==> config.mk <==
export PLATFORM = sky130hd
export DESIGN_NAME = store_seq_detect
export DESIGN_NICKNAME = d
export VERILOG_FILES = /design/src/rtl/sseq_pkg.sv /design/src/rtl/sseq_step_match.sv /design/src/rtl/sseq_tracker.sv /design/src/rtl/sseq_store_ctl.sv /design/src/rtl/store_seq_detect.sv
export SDC_FILE = /design/constraint.sdc
export NUM_CORES = 1
export LEC_CHECK = 0
export BUFFER_PORTS_ARGS = -buffer_cell sky130_fd_sc_hd__buf_2
export CAP_MARGIN = 20
export CORE_AREA = 3 3 40 42
export CTS_CLUSTER_SIZE = 10
export DETAILED_ROUTE_END_ITERATION = 8
export DIE_AREA = 0 0 43 45
export SETUP_SLACK_MARGIN = 0.3
export SYNTH_ARGS = -nofsm -noshare
export SYNTH_HDL_FRONTEND = slang
export SYNTH_SLANG_ARGS = --single-unit
==> constraint.sdc <==
create_clock -name clk -period 2.2 [get_ports clk]
set_input_delay 0.11 -clock clk [delete_from_list [all_inputs] [get_ports clk]]
set_output_delay 0.11 -clock clk [all_outputs]
set_load 0.01 [all_outputs]
==> src/rtl/sseq_pkg.sv <==
package sseq_pkg;
  localparam int ADDR_W = 13;
  localparam int STEPS  = 6;
  localparam int STEP_W = $clog2(STEPS);
  localparam int SLOTS  = 1 << STEP_W;

  typedef logic [ADDR_W-1:0] addr_t;
  typedef logic [STEP_W-1:0] step_t;

  function automatic addr_t chain_addr(input int idx);
    case (idx)
      0:       chain_addr = 13'h0000;
      1:       chain_addr = 13'h1555;
      2:       chain_addr = 13'h0AAA;
      3:       chain_addr = 13'h1FFF;
      4:       chain_addr = 13'h10F0;
      default: chain_addr = 13'h0F0F;
    endcase
  endfunction
endpackage

==> src/rtl/sseq_step_match.sv <==
module sseq_step_match
  import sseq_pkg::*;
(
  input  addr_t addr,
  input  step_t step,
  output logic  hit_step,
  output logic  hit_first
);
  logic [SLOTS-1:0] eq;

  for (genvar i = 0; i < SLOTS; i++) begin : g_cmp
    if (i < STEPS) begin : g_real
      assign eq[i] = (addr == chain_addr(i));
    end else begin : g_pad
      assign eq[i] = 1'b0;
    end
  end

  assign hit_step  = eq[step];
  assign hit_first = eq[0];
endmodule

==> src/rtl/sseq_tracker.sv <==
module sseq_tracker
  import sseq_pkg::*;
(
  input  logic  clk,
  input  logic  rst_n,
  input  logic  evt,
  input  logic  is_wr,
  input  logic  hit_step,
  input  logic  hit_first,
  input  logic  blocked,
  input  logic  clear,
  output step_t step,
  output logic  final_hit
);
  logic live;
  logic last_step;

  assign live      = evt && !blocked;
  assign last_step = (step == step_t'(STEPS - 1));
  assign final_hit = live && !is_wr && hit_step && last_step;

  always_ff @(posedge clk) begin
    if (!rst_n) begin
      step <= '0;
    end else if (blocked) begin
      if (clear) step <= '0;
    end else if (live) begin
      if (!is_wr && hit_step)
        step <= last_step ? '0 : step + 1'b1;
      else if (!is_wr && hit_first)
        step <= step_t'(1);
      else
        step <= '0;
    end
  end

  AST_STEP_RANGE: assert property (@(posedge clk) disable iff (!rst_n)
    step < step_t'(STEPS));
  AST_WRITE_RESETS: assert property (@(posedge clk) disable iff (!rst_n)
    (live && is_wr) |=> (step == '0));
  AST_RESTART_AT_TWO: assert property (@(posedge clk) disable iff (!rst_n)
    (live && !is_wr && !hit_step && hit_first) |=> (step == step_t'(1)));
  AST_BLOCKED_HOLDS: assert property (@(posedge clk) disable iff (!rst_n)
    (blocked && !clear) |=> $stable(step));
endmodule

==> src/rtl/sseq_store_ctl.sv <==
module sseq_store_ctl (
  input  logic clk,
  input  logic rst_n,
  input  logic final_hit,
  input  logic store_done,
  output logic store_start,
  output logic host_block
);
  always_ff @(posedge clk) begin
    if (!rst_n) begin
      store_start <= 1'b0;
      host_block  <= 1'b0;
    end else begin
      store_start <= final_hit && !host_block;
      if (host_block) begin
        if (store_done) host_block <= 1'b0;
      end else if (final_hit) begin
        host_block <= 1'b1;
      end
    end
  end

  AST_START_ONE_CYCLE: assert property (@(posedge clk) disable iff (!rst_n)
    store_start |=> !store_start);
  AST_START_WITH_BLOCK: assert property (@(posedge clk) disable iff (!rst_n)
    store_start |-> host_block);
  AST_NO_START_IN_STORE: assert property (@(posedge clk) disable iff (!rst_n)
    store_start |-> !$past(host_block));
  AST_DONE_RELEASES: assert property (@(posedge clk) disable iff (!rst_n)
    (host_block && store_done) |=> !host_block);
endmodule

==> src/rtl/store_seq_detect.sv <==
module store_seq_detect
  import sseq_pkg::*;
(
  input  logic              clk,
  input  logic              rst_n,
  input  logic              acc_valid,
  input  logic [ADDR_W-1:0] acc_addr,
  input  logic              acc_write,
  input  logic              acc_ce,
  input  logic              acc_oe,
  input  logic              store_done,
  output logic              store_start,
  output logic              host_block
);
  logic  evt;
  logic  hit_step;
  logic  hit_first;
  logic  final_hit;
  step_t step;

  assign evt = acc_valid && acc_ce;

  sseq_step_match u_match (
    .addr      (acc_addr),
    .step      (step),
    .hit_step  (hit_step),
    .hit_first (hit_first)
  );

  sseq_tracker u_track (
    .clk       (clk),
    .rst_n     (rst_n),
    .evt       (evt),
    .is_wr     (acc_write),
    .hit_step  (hit_step),
    .hit_first (hit_first),
    .blocked   (host_block),
    .clear     (store_done),
    .step      (step),
    .final_hit (final_hit)
  );

  sseq_store_ctl u_ctl (
    .clk         (clk),
    .rst_n       (rst_n),
    .final_hit   (final_hit),
    .store_done  (store_done),
    .store_start (store_start),
    .host_block  (host_block)
  );

  AST_OE_IGNORED: assert property (@(posedge clk) disable iff (!rst_n)
    (evt && !acc_oe && !acc_write && !host_block && hit_step &&
     step == step_t'(STEPS - 1)) |=> store_start);
  AST_NO_CE_NO_MOVE: assert property (@(posedge clk) disable iff (!rst_n)
    (!evt && !host_block) |=> $stable(step));
  AST_CHAIN_STARTS: assert property (@(posedge clk) disable iff (!rst_n)
    (evt && !acc_write && !host_block && acc_addr == chain_addr(STEPS - 1) &&
     step == step_t'(STEPS - 1)) |=> store_start);
endmodule

; Word-level counts from Yosys, hierarchy flattened
; Index checks and enable logic that the tools add are counted.
[classes]
n_lt_le_gt_ge = 1
div = 0
mux = 11
add_sub_neg = 1
eq_ne = 7
multipliers = 0
n_shift = 0
n_reduce_logical = 13
bitwise_logic = 0
[op_table]
columns = operator, n
row1 = "equality test 13 bit, second input constant", 3
row2 = "equality test 13 x 12 -> 1 bit, second input constant", 2
row3 = two-way mux 3 bit, 5
row4 = zero test 13 bit, 1
row5 = logical AND 1 bit, 8
row6 = two-way mux 1 bit, 5
row7 = "less-than comparator 3 x 4 -> 1 bit, second input constant", 1
row8 = "adder 3 x 1 -> 3 bit, second input constant", 1
row9 = binary-select mux 1 bit (select 3 bit), 1
row10 = "equality test 3 bit, second input constant", 1
row11 = zero test 1 bit, 2
row12 = "!= test 2 bit, second input constant", 1
row13 = AND reduction 2 bit, 1
row14 = nonzero test 2 bit, 1
[totals]
out_inout_bits = 2
mem_bits_rw = 0
register_bits = 5
mem_count = 0
inputBits = 20
elab_cells = 36
mem_bits_ro = 0
latchBits = 0

; Logic depth before layout (Yosys ltp)
[logic_depth]
word_depth = 7
depth_mapped = 5

; Cells and area by module
; From an unflattened synthesis, not the netlist that was laid out.
[hier_totals]
cells_unflattened = 50
hier_area_um2 = 389.1
[by_module_without_submodules]
columns = module, instances, seq_area_each_um2, cells_per_inst, area_per_inst_um2
row1 = sseq_tracker, 1, 60.1, 22, 187.7
row2 = sseq_step_match, 1, 0.0, 22, 132.6
row3 = sseq_store_ctl, 1, 40.0, 5, 62.6
row4 = store_seq_detect, 1, 0.0, 1, 6.3

; Least setup slack after synthesis
; Ideal clock, no wire load.
[synth_path]
path_kind = in2reg
from = input port acc_addr[0]
to = register u_track.step[2]
setup_slack_ns = 0.631
setup_time_ns = 0.075
required_time_ns = 2.125
arrival_time_ns = 1.494
path_buffers = 0
stages = 5
path_cell_list = or4_4 or4_4 o211ai_2 nand4_2 o22ai_1
[synth_between]
elab_chain_cells = 7
word_cells_on_any_way = 12
classes_between = eq/ne (5) / mux (5) / reduce/logical (2)
[synth_rtl]
columns = element, line_no
row1 = start: declaration, store_seq_detect.sv:7  ; input logic [ADDR_W-1:0] acc_addr,
row2 = equality test 13 bit (tied with other cells), sseq_step_match.sv:13  ; assign eq[i] = (addr == chain_addr(i));
row3 = binary-select mux 1 bit (select 3 bit) (*), sseq_step_match.sv:19  ; assign hit_step = eq[step];
row4 = two-way mux 1 bit (implied by the code) (*), sseq_step_match.sv:19
row5 = logical AND 1 bit (*), sseq_tracker.sv:28  ; if (!is_wr && hit_step)
row6 = two-way mux 3 bit (*), sseq_tracker.sv:28
row7 = two-way mux 3 bit (*), sseq_tracker.sv:27  ; end else if (live) begin
row8 = two-way mux 3 bit (*), sseq_tracker.sv:25  ; end else if (blocked) begin
row9 = end signal: assignment, sseq_tracker.sv:29  ; step <= last_step ? '0 : step + 1'b1;
row10 = end signal: assignment, sseq_tracker.sv:31  ; step <= step_t'(1);
row11 = end: declaration, sseq_tracker.sv:12  ; output step_t step,
; Every way passes the cells marked *; elsewhere a longest branch is shown, timed or not. The select of a mux whose other input is x is not followed.
; A chain may end at the register's enable or synchronous reset.

; Worst setup path after layout
[layout_path]
from = register u_track.step[0]
to = register u_track.step[2]
[layout_between]
elab_chain_cells = 6
word_cells_on_any_way = 9
classes_between = add/sub (1) / eq/ne (1) / mux (6) / reduce/logical (1)
[layout_rtl]
columns = element, line_no
row1 = binary-select mux 1 bit (select 3 bit), sseq_step_match.sv:19
row2 = two-way mux 1 bit (implied by the code), sseq_step_match.sv:19
row3 = logical AND 1 bit, sseq_tracker.sv:28
row4 = two-way mux 3 bit (*), sseq_tracker.sv:28
row5 = two-way mux 3 bit (*), sseq_tracker.sv:27
row6 = two-way mux 3 bit (*), sseq_tracker.sv:25
; Marked as above.

==> impl_metrics.env <==
export IMPL_syn_to_final_growth_pct=36.4
export IMPL_timing_rr_start="u_track.step[0]$_SDFFE_PN0P_"
export IMPL_drive_gt1_frac=0.431
export IMPL_power_density_nw_per_um2=418
export IMPL_whs_ns=0.139
export IMPL_yosysWarnings=0
export IMPL_final_nets=93
export IMPL_cp_startpoint="u_track.step[0]$_SDFFE_PN0P_"
export IMPL_yosys_most_used_dff="dfxtp_1"
export IMPL_place_gp_congestion=0.840
export IMPL_p_leak_nw=0.195
export IMPL_cts_reportedPaths_clkPinSlew_ns=0.04
export IMPL_status="finished, final reports clean"
export IMPL_synth_distinct_cells=29
export IMPL_end_kind="flip-flop"
export IMPL_grt_max_degree=8
export IMPL_wl_um=954
export IMPL_fin_crit_ns=1.67
export IMPL_io_pins=22
export IMPL_drv_cap=0
export IMPL_reg2regPathDepth=5
export IMPL_hold_class="input pin to flip-flop"
export IMPL_setup_violations_final=0
export IMPL_die_y_um=45
export IMPL_synthArstFlopShare=0
export IMPL_synth_edff_count=0
export IMPL_syn_inst=48
export IMPL_clock_root_buffer="clkbuf_4"
export IMPL_place_area_um2=518
export IMPL_timing_fmax_ghz=0.599
export IMPL_overflow=0
export IMPL_power_total_mw=0.228
export IMPL_fp_dieW_um=43
export IMPL_fin_area_um2=544
export IMPL_reg2reg_to="u_track.step[2]$_SDFFE_PN0P_"
export IMPL_drtIter0Drc=8
export IMPL_min_period_over_period=0.758
export IMPL_post_cts_buffers=0
export IMPL_grt_usage=0.121
export IMPL_r2r_setup_slack_ns=0.53
export IMPL_grt_pass1_wl_um=1750
export IMPL_avgSynthCellArea_um2=8.32
export IMPL_worstPathRequired_ns=2.36
export IMPL_wl_per_cell_um=11.0
export IMPL_cts_resized=0
export IMPL_crit_end="u_track.step[2]$_SDFFE_PN0P_"
export IMPL_relSlewSlack=0.609
export IMPL_final_core_util=0.424
export IMPL_synth_area_um2=399
export IMPL_htree_levels=1
export IMPL_grt_pass1_vias=440
export IMPL_ys_ff_latch=5
export IMPL_start_util=0.311
export IMPL_ir_worst_vdd_mv=0.272
export IMPL_worst_setup_path_start_kind="flip-flop"
export IMPL_clk_latency_ns=0.24
export IMPL_finalHoldViolCount=0
export IMPL_rows=13
export IMPL_post_route_drc_count=0
export IMPL_rsz0062_at_grt="no"
export IMPL_path_class="flip-flop to flip-flop"
export IMPL_setup_tns_ns=0
export IMPL_syn_num_nets=68
export IMPL_vias=479
export IMPL_antenna_found_initial=0
export IMPL_cts_buffer_depth=2
export IMPL_drt_vias_per_instance=5.51
export IMPL_cts_sinks=5
export IMPL_yosysSeqAreaShare=0.251
export IMPL_cts_buffers=3
export IMPL_cts_tree="done"
export IMPL_die_area_um2=1940
export IMPL_worst_pin_slew_ns=0.578
export IMPL_crit_fanout=7
export IMPL_finClkSkew_ns=0.00375
export IMPL_drt_first_pass_iters=3
export IMPL_core_um2=1280
export IMPL_port_buffers=20
export IMPL_cts_hold_buf=0
export IMPL_maxSlewViolCount=0
export IMPL_worst_ep_arrival_time_ns=1.83
export IMPL_ant_nets=0
export IMPL_n_antenna_cell=0
worst max-delay path, cell delays in order, from the launching register on:
cell and delay [ns]:
dfxtp_1 0.36, or4_1 0.54, o32ai_1 0.16, and2_1 0.24, nand4_2 0.12, o22ai_1 0.18
registers in the layout (all words and copies together) (netlist names):
name	flops
u_ctl.host_block	1
u_ctl.store_start	1
u_track.step	3
how the worst min path moves through the flow:
stage / startpoint / to / slack, ns / cells past startpoint
2_1_floorplan: rst_n / u_ctl.host_block$_SDFF_PN0_ / 0.26 / 2
3_3_place_gp: rst_n / u_ctl.host_block$_SDFF_PN0_ / 0.39 / 3
3_5_place_dp: rst_n / u_ctl.host_block$_SDFF_PN0_ / 0.39 / 3
4_1_cts: store_done / u_ctl.host_block$_SDFF_PN0_ / 0.13 / 3
5_1_grt: store_done / u_ctl.host_block$_SDFF_PN0_ / 0.18 / 3
6_report: store_done / u_ctl.host_block$_SDFF_PN0_ / 0.14 / 3
cells in the final DEF, fill, tap and decap left out, drive strengths merged, types with 3 or more instances in the layout:
cell type  synthesis  routed
dfxtp              5       5
or4                5       5
nand2              3       3
clkbuf             0       4
buf                0      20
nand4              3       3
o21ai              3       3
metrics by stage:
step / setup slack, ns / cells
after detailed placement: 0.454 / 83
after floorplan: 0.631 / 48
final: 0.531 / 87
after global routing: 0.395 / 87
after global placement: 0.456 / 83
after CTS: 0.543 / 87
synth_stat cells, types with 2 or more instances:
cell type	number	area, um^2
dfxtp_1	5	100
nand2_1	3	11.3
o21ai_1	3	15.0
or4_4	3	33.8
inv_1	2	7.51
nand3_1	2	10.0
nand4_1	2	12.5
nor2_1	2	7.51
nor3_1	2	10.0
o22ai_1	2	12.5
o32ai_1	2	17.5
or2_2	2	12.5
or4_1	2	15.0
cell families after synthesis:
kind of cell	after synthesis	share of synthesized area
buf+inv	2	0.0188
flops	5	0.251
compound gates	14	0.257
simple gates	27	0.473
area by class of cell:
type	instances	area (um^2)
clock buffer	4	26.3
fill	139	741
inverter	2	7.51
multi-input combinational	41	292
sequential	5	100
tap	15	18.8
timing repair buffer	20	100
report_power, final:
group,internal (mW),total (mW),switching (mW)
Combinational,0.0182,0.0338,0.0155
Sequential,0.0910,0.0910,0.00000160
Clock,0.0684,0.103,0.0346
routing by layer:
layer,vias up,global-route usage,part of all wire
li1,249,-,-
met1,208,0.152,0.44
met2,22,0.183,0.45
met3,0,0.0598,0.12
met4,0,0.0361,0
met5,-,0,0
Power figures use the tool's default switching activity.
